==> src/rtl/presetCntPkg.sv <==
package presetCntPkg;
  // Strobes from control to datapath; at most one is set per cycle.
  typedef struct packed {
    logic doLoad;    // explicit parallel load
    logic doReload;  // automatic reload at terminal count
    logic doInc;     // increment by one
  } cntStrobe_t;
endpackage

==> src/rtl/presetCntCtl.sv <==
module presetCntCtl
  import presetCntPkg::*;
(
  input  logic       loadEn,
  input  logic       cntEnN,
  input  logic       reloadSel,
  input  logic       termN,
  output cntStrobe_t stb
);
  // Priority: explicit load, then gated reload, then gated increment.
  always_comb begin
    stb = '0;
    if (loadEn) begin
      stb.doLoad = 1'b1;
    end else if (!cntEnN) begin
      if (reloadSel && !termN) stb.doReload = 1'b1;
      else                     stb.doInc    = 1'b1;
    end
  end
endmodule

==> src/rtl/presetCntDp.sv <==
module presetCntDp
  import presetCntPkg::*;
#(
  parameter int WIDTH = 8
) (
  input  logic             clk,
  input  logic             mrst,
  input  cntStrobe_t       stb,
  input  logic [WIDTH-1:0] preset,
  output logic [WIDTH-1:0] count,
  output logic             termN
);
  localparam logic [WIDTH-1:0] ONE = WIDTH'(1);

  logic [WIDTH-1:0] cntQ;

  always_ff @(posedge clk or posedge mrst) begin
    if (mrst)                          cntQ <= '0;
    else if (stb.doLoad || stb.doReload) cntQ <= preset;
    else if (stb.doInc)                cntQ <= cntQ + ONE;
  end

  assign count = cntQ;
  assign termN = ~(&cntQ);
endmodule

==> src/rtl/presetCounter.sv <==
module presetCounter
  import presetCntPkg::*;
#(
  parameter int WIDTH = 8
) (
  input  logic             clk,
  input  logic             mrst,
  input  logic             loadEn,
  input  logic             cntEnN,
  input  logic             reloadSel,
  input  logic [WIDTH-1:0] preset,
  output logic [WIDTH-1:0] count,
  output logic             termN
);
  cntStrobe_t stb;

  presetCntCtl uCtl (
    .loadEn    (loadEn),
    .cntEnN    (cntEnN),
    .reloadSel (reloadSel),
    .termN     (termN),
    .stb       (stb)
  );

  presetCntDp #(.WIDTH(WIDTH)) uDp (
    .clk    (clk),
    .mrst   (mrst),
    .stb    (stb),
    .preset (preset),
    .count  (count),
    .termN  (termN)
  );
endmodule

==> config.mk <==
export PLATFORM = sky130hd
export DESIGN_NAME = presetCounter
export DESIGN_NICKNAME = d
export VERILOG_FILES = /design/src/rtl/presetCntPkg.sv /design/src/rtl/presetCntCtl.sv /design/src/rtl/presetCntDp.sv /design/src/rtl/presetCounter.sv
export SDC_FILE = /design/constraint.sdc
export NUM_CORES = 1
export LEC_CHECK = 0
export BUFFER_PORTS_ARGS = -buffer_cell sky130_fd_sc_hd__buf_4
export CORE_ASPECT_RATIO = 0.9
export CORE_UTILIZATION = 30
export DETAILED_ROUTE_END_ITERATION = 7
export GPL_TIMING_DRIVEN = 0
export PLACE_DENSITY_LB_ADDON = 0.3
export SKIP_CTS_REPAIR_TIMING = 1
export SLEW_MARGIN = 25
export SYNTH_ARGS = -nofsm -noshare
export SYNTH_HDL_FRONTEND = slang
export SYNTH_SLANG_ARGS = --single-unit
==> constraint.sdc <==
create_clock -name clk -period 1.7 [get_ports clk]
set_input_delay 0.34 -clock clk [delete_from_list [all_inputs] [get_ports clk]]
set_output_delay 0.34 -clock clk [all_outputs]
set_load 0.05 [all_outputs]
Word-level counts from Yosys, hierarchy flattened
Cells that the tools add are included.
{"block": "word_totals", "reg_bits": 8, "in_bits": 13, "out_inout_bits": 9, "wordCells": 14}
{"block": "classes", "addsub": 1, "n_mux": 7, "n_bitwise": 1, "n_reduce_logical": 4}
{"op": "$mux W8", "n": 2}
{"op": "$add A8 B1 Y8 const B", "n": 1}
{"op": "$reduce_and A8 Y1", "n": 1}
{"op": "$mux W2", "n": 2}
{"op": "$mux W1", "n": 3}
{"op": "$reduce_bool A2 Y1", "n": 1}
{"op": "$logic_and A1 B1 Y1", "n": 1}
{"op": "$logic_or A1 B1 Y1", "n": 1}
{"op": "$not A1 Y1", "n": 1}

Longest topological paths before layout
Gate-level depths: netlist of run 1.
{"block": "logic_depth", "ltp_word": 7, "ltp_mapped": 5, "mapped_depth_nobuf": 5}

Modules after synthesis
From an unflattened synthesis of run 1, not the netlist that was laid out.
{"block": "hier_totals", "cells_unflattened": 54, "hier_area_um2": 481.7}
{"module": "presetCntDp", "instances": 1, "cells_each": 50, "area_per_inst_um2": 442.9, "seq_area_each_um2": 200.2}
{"module": "presetCntCtl", "instances": 1, "cells_each": 4, "area_per_inst_um2": 38.8, "seq_area_each_um2": 0.0}

Least setup slack after synthesis of run 1
No wires, ideal clock.
{"block": "synth_timing", "path_kind": "register to output", "from": "register uDp.cntQ[0] (netlist: uDp.count[0])", "to": "output port termN", "arrival_ps": 1628, "required_ps": 1360, "path_slack_ps": -268, "stages_incl_launch_ff": 4, "path_buffers": 0, "path_cell_list": "dfrtp_1 > ha_1 > and4_1 > nand4_1"}
{"block": "synth_between", "elab_chain_len": 2}
{"element": "start: declaration", "line": "presetCntDp.sv:15", "text": "logic [WIDTH-1:0] cntQ;"}
{"element": "start signal: assignment", "line": "presetCntDp.sv:19", "text": "else if (stb.doLoad || stb.doReload) cntQ <= preset;"}
{"element": "start signal: assignment", "line": "presetCntDp.sv:20", "text": "else if (stb.doInc) cntQ <= cntQ + ONE;"}
{"element": "$reduce_and A8 Y1", "line": "presetCntDp.sv:24", "text": "assign termN = ~(&cntQ);"}
{"element": "$not A1 Y1", "line": "presetCntDp.sv:24"}
{"element": "end: declaration", "line": "presetCounter.sv:13", "text": "output logic termN"}
No other way between the ends.

Final worst setup path of run 1
{"block": "layout_timing", "from": "register uDp.cntQ[1] (netlist: uDp.count[1])", "to": "output port termN"}
The elaborated chain is that of the path after synthesis.

==> out/metrics.yaml, run 1 <==
cp_max_fo: 4
port_buffers: 21
synthesis.nets: 76
setup.worst_path.class: "register to output port"
fin_nets: 103
drtIter0Drc: 9
htree_num_levels: 1
num_rows: 14
yosys.area.top_type: "dfrtp_1"
crit_path_start: "uDp.count[1]$_DFFE_PP0P_"
start_kind: "register"
rr_startpoint: "uDp.count[1]$_DFFE_PP0P_"
grt_usage_pct: 18.0
gp_congestion: 0.789
cap_violations: 0
initial_core_util_pct: 32.9
fillCellCount: 187
cts_tree: "done"
synth_top_area_share_pct: 35.1
whs_ns: 0.00873
clk_pin_slew_worst_paths_ns: 0.08
wl_per_cell_um: 13.3
grt_pass1_vias: 585
min_period_ns: 1.69
finalHoldViolations: 0
avgSynthCellArea_sq_um: 9.20
syn_to_final_growth_pct: 43.2
finClkSkew_ns: 0.0205
p_leak_uw: 0.000347
netlist_area_sq_um: 571
coreArea_sq_um: 1730
die-width_um: 48.0
cts.sinks: 8
drive_above_1_share_pct: 43.2
rsz0062_at_grt: "true"
hold_class: "primary input to async pin"
synthCells: 62
grt_start_max_net_pins: 11
via_per_inst: 5.24
slew_headroom_pct: 67.9
pin_count: 22
ys_ff_latch: 8
crit_slowest_cell: "dfrtp_2"
finalPower_uw: 670
setup_violations: 0
die-height_um: 43.4
ys_types: 31
p_per_area_nw_per_um2: 820
root_buffer: "clkbuf_4"
vias: 587
grt_pass1_wl_um: 2560
tightest_slew_ns: 0.479
status: "complete, no violations"
period_share_pct: 99.5
ir_drop_uv: 429
grt-ovfl-total: 0
max_freq_mhz: 591
worst_ep_required_time_ns: 1.36
antenna_found_initial: 0
path_cells: "ha_4, and4_4, nand4_1, buf_6"
slowest_delay_ns: 0.41
clockBufferDepth: 2
ys_top_cells_by_area: "dfrtp_1 35%, a221o_1 5.3%, nand3_1 4.4%, a22oi_1 3.9%, nand2_1 3.9%"
drtAntennaViolNets: 0
ys_warn_count: 0
drt-pass1-iter-count: 4
clock_latency_ns: 0.28
cts_buffers: 3
finalMaxSlewViolations: 0
diodes: 0
dieArea_sq_um: 2080
dpl.hpwl_um: 1120
largest_reg_flops: 8
wirelength_um: 1490
cp.arrival_ns: 1.35
seq_area_frac_synth_pct: 35.1
critPathCaptureType: "output port"
drc: 0
-- worst max-delay path, delay by kind of cell, from the launching register on --
kind	cells	cell delay, ns
fa+ha+maj	1	0.15
buf+inv	1	0.18
flops	1	0.41
simple gates	2	0.33
-- layout by cell type, fill, tap and decap left out, types with 2 or more instances in the layout --
cell	n
dfrtp_2	5
nand3_1	5
nand2_1	6
nor2_1	2
a22oi_1	3
nor4_1	2
o21ai_0	4
o32ai_1	2
clkbuf_4	3
clkbuf_1	2
nor2b_1	2
dfrtp_1	3
inv_1	4
a221o_1	3
buf_4	22
a21oi_1	2
-- final cells by class --
cell class | count | area, sq um | area share, %
Clock buffer | 4 | 26.3 | 3.22
Inverter | 4 | 15.0 | 1.84
Tap cell | 24 | 30.0 | 3.68
Sequential cell | 8 | 206 | 25.3
Timing Repair Buffer | 22 | 169 | 20.7
Multi-Input combinational cell | 48 | 359 | 44.0
Buffer | 2 | 11.3 | 1.38
-- path summary, 6_finish.rpt --
path	end	slack, ns	depth (start not counted)
setup / recovery	termN	0.009	4
setup reg to reg	uDp.count[6]$_DFFE_PP0P_	0.12	5
min in group clk	uDp.count[3]$_DFFE_PP0P_	0.27	3
hold / removal	uDp.count[3]$_DFFE_PP0P_	0.009	2
hold reg to reg	uDp.count[1]$_DFFE_PP0P_	0.59	1
max in group asynchronous	uDp.count[4]$_DFFE_PP0P_	1.41	2
-- report_power, final --
part | total, uW | internal (uW) | switching [uW]
Clock | 174 | 90.5 | 84.0
Combinational | 244 | 94.6 | 150
Sequential | 251 | 215 | 35.9
-- routing by layer --
layer | global-route usage [%] | part of all wire [%] | up-vias
met5 | 0 | 0 | -
li1 | - | - | 293
met2 | 25.4 | 46 | 14
met3 | 7.92 | 5.8 | 3
met4 | 6.11 | 0.80 | 0
met1 | 24.3 | 47 | 277
-- per-stage QoR --
| stage | cell area (sq um) | std cells | utilization, % | setup slack (ns) | TNS, ns |
|---|---|---|---|---|---|
| 3_5_place_dp | 777 | 107 | 44.8 | 0.152 | 0 |
| 3_3_place_gp | 777 | 107 | 44.8 | 0.177 | 0 |
| 2_1_floorplan | 589 | 62 | - | -0.0462 | -0.0462 |
| 4_1_cts | 803 | 111 | 46.3 | -0.0341 | -0.0341 |
| 5_1_grt | 817 | 112 | 47.1 | -0.0320 | -0.0320 |
| 6_report | 817 | 112 | 47.1 | 0.00868 | 0 |
-- cells by family after synthesis --
group	after synthesis	synth area share, %
buffers and inverters	6	4.60
and+or+nand+nor	27	31.1
DFF	8	35.1
muxes	1	1.75
adders and majority gates	1	2.19
AOI/OAI and AO/OA	18	23.7
xor gates and xnor gates	1	1.54
-- Yosys cell counts --
cell type and n:
a221o_1 3, o21ai_1 1, o21ai_0 4, a22oi_1 3, and4_1 1, a21oi_1 2
nand4_1 1, nand2_1 6, nor2b_1 2, clkbuf_1 1, o31ai_2 1, nor3_1 1
o221ai_1 1, nand4_2 1, xor2_1 1, and2_1 1, dfrtp_1 8, ha_1 1
nand4b_1 1, inv_1 4, nor3b_2 1, nor3_2 1, o32ai_1 2, buf_4 1
mux2i_1 1, a2bb2oi_1 1, nor3b_1 1, nor4_1 2, nand3b_4 1, nand3_1 5
nor2_1 2
(Power assumes the default switching activity.)
==> run 2: changes to the inputs <==
--- a/config.mk
+++ b/config.mk
@@ -8,4 +8,6 @@
 export BUFFER_PORTS_ARGS = -buffer_cell sky130_fd_sc_hd__buf_4
+export CELL_PAD_IN_SITES_DETAIL_PLACEMENT = 2
+export CELL_PAD_IN_SITES_GLOBAL_PLACEMENT = 2
 export CORE_ASPECT_RATIO = 0.9
-export CORE_UTILIZATION = 30
+export CORE_UTILIZATION = 26
 export DETAILED_ROUTE_END_ITERATION = 7
--- a/constraint.sdc
+++ b/constraint.sdc
@@ -3,2 +3,2 @@
 set_output_delay 0.34 -clock clk [all_outputs]
-set_load 0.05 [all_outputs]
+set_load 0.005 [all_outputs]
==> run 2 against run 1 <==
The run now ends with setup timing left. Flip-flop and latch count unchanged. Core utilization down 6.0 points. Register-to-register slack worse by 0.10 ns. Count of clock-buffer cells in the layout down 1. Clock skew down 0.015 ns. Combinational power down 31%. Critical path type unchanged. Die area up 15%. Largest cell class unchanged.
==> out/metrics.yaml, run 2 (synthesis gave the netlist of run 1 again) <==
status: "complete, but fails checks"
violations: "setup timing"
critPathCaptureType: "output port"
p_per_area_nw_per_um2: 700  # -15%
wirelength_um: 1930  # +29%
antenna_found_initial: 0  # unchanged
r2r_slack_ns: 0.02  # -0.10 ns
max_freq_mhz: 586  # -0.88%
rr_startpoint: "uDp.count[1]$_DFFE_PP0P_"
htree_num_levels: 1  # unchanged
cap_violations: 0  # unchanged
die-width_um: 51.4  # +7.1%
coreArea_sq_um: 1990  # +15%
r2r_cells: 5  # unchanged
cp_max_fo: 4  # unchanged
whs_ns: 0.0355  # +0.0268 ns
clkPwrFrac_pct: 27.0  # +1.0 points
finClkSkew_ns: 0.00512  # -0.0154 ns
finalMaxSlewViolations: 0  # unchanged
dpl.hpwl_um: 1430  # +28%
p_leak_uw: 0.000364  # +4.9%
met3WireLength_um: 118  # +36%
min_period_ns: 1.71  # +0.0151 ns
initial_core_util_pct: 28.7  # -4.2 points
finalHoldViolations: 0  # unchanged
postLayoutCoreUtil_pct: 41.1  # -6.0 points
cts.sinks: 8  # unchanged
vias: 612  # +4.3%
num_rows: 15  # +1
drtIter0Drc: 12  # +3
final_cells: 113  # +0.89%
period_share_pct: 100  # +0.89 points
switchingPower_uw: 190  # -30%
grt-ovfl-total: 0  # unchanged
dieArea_sq_um: 2390  # +15%
setup_violations: 1  # +1
clock_latency_ns: 0.26  # -0.02 ns
start_kind: "register"
hold_class: "primary input to async pin"
slowest_delay_ns: 0.40  # about the same
clk_pin_slew_worst_paths_ns: 0.06  # -0.02 ns
swShare_pct: 33.1  # -7.1 points
path_buf_inv: 1  # unchanged
final_cell_mix: "24 x buf_4, 7 x dfrtp_1, 6 x nand2_1"
gp_congestion: 0.787  # -0.25%
drive_above_1_share_pct: 39.8  # -3.4 points
crit_slowest_cell: "dfrtp_1"
pin_count: 22  # unchanged
drt-met1-wl_um: 908  # +29%
fin_nets: 104  # +0.97%
grt_start_max_net_pins: 11  # unchanged
fillCellCount: 225  # +20%
root_buffer: "clkbuf_4"
worst_ep_required_time_ns: 1.36  # about the same
r2r_end: "uDp.count[6]$_DFFE_PP0P_"
crit_path_start: "uDp.count[1]$_DFFE_PP0P_"
clockBufferDepth: 2  # unchanged
path_cells: "ha_2, and4_4, nand4_1, buf_4"
maxUsedRoutingLayer: "met4"
die-height_um: 46.4  # +7.1%
via_per_inst: 5.42  # +3.3%
drc: 0  # unchanged
cts_buffers: 3  # unchanged
drtAntennaViolNets: 0  # unchanged
tightest_slew_ns: 0.450  # -0.0295 ns
layout_commonest_cell: "buf_4"
rsz0062_at_grt: "true"
grt_usage_pct: 18.4  # +0.48 points
syn_to_final_growth_pct: 43.4
cp.arrival_ns: 1.37  # +0.02 ns
diodes: 0  # unchanged
port_buffers: 21  # unchanged
pwr-share-comb_pct: 29.4  # -7.1 points
wl_per_cell_um: 17.0  # +28%
grt_pass1_vias: 651  # +11%
dpl_cell_area_sq_um: 759  # -2.3%
wl_met2_um: 860  # +25%
cts_tree: "done"
fin_area_sq_um: 818  # +0.15%
slew_headroom_pct: 70.0  # +2.2 points
grt_pass1_wl_um: 3040  # +19%
seqPwrFrac_pct: 43.6  # +6.1 points
crit_family: "flip-flops"
dp.cells: 108  # +0.93%
ir_drop_uv: 479  # +12%
finalPower_uw: 573  # -15%
p_int_uw: 383  # -4.3%
largest_reg_flops: 8  # unchanged
setup.worst_path.class: "register to output port"
setup_slack_ns: -0.00640  # -0.0151 ns
drt-pass1-iter-count: 2  # -2
run 2: metrics by stage:
step | setup TNS [ns] | worst slack (ns)
finish | -0.00640 | -0.00640
floorplan | 0 | 0.200
CTS | -0.0773 | -0.0773
global placement | 0 | 0.0287
global route | -0.196 | -0.0940
detailed placement | -0.0334 | -0.0334
run 2: layout make-up:
class                      instances  area [sq um]  area share (%)
tap                               25          31.3            3.82
clock buffer                       3          22.5            2.75
inverter                           4          15.0            1.83
multi-input combinational         48           364            44.5
buffer                             2          11.3            1.38
timing repair buffer              23           173            21.1
sequential                         8           201            24.6
run 2: routing by layer:
layer / vias to the layer above / GRT usage (%)
li1: 294 / -
met1: 291 / 20.7
met2: 20 / 31.4
met3: 7 / 7.92
met4: 0 / 6.49
met5: - / 0
run 2: how the worst max path moves through the flow:
stage                               end  slack (ns)  cells past startpoint
6_report                          termN      -0.006                      4
5_1_grt                           termN       -0.09                      4
4_1_cts                           termN       -0.08                      4
3_5_place_dp   uDp.count[0]$_DFFE_PP0P_       -0.03                      5
3_3_place_gp   uDp.count[0]$_DFFE_PP0P_        0.03                      5
2_1_floorplan  uDp.count[6]$_DFFE_PP0P_        0.20                      5
run 2: power by group through the flow:
stage	sequential [uW]	clock (uW)	combinational, uW
2_1_floorplan	246	0	78.2
3_3_place_gp	249	0	157
3_5_place_dp	252	0	162
4_1_cts	249	154	163
5_1_grt	256	170	183
6_report	249	155	168
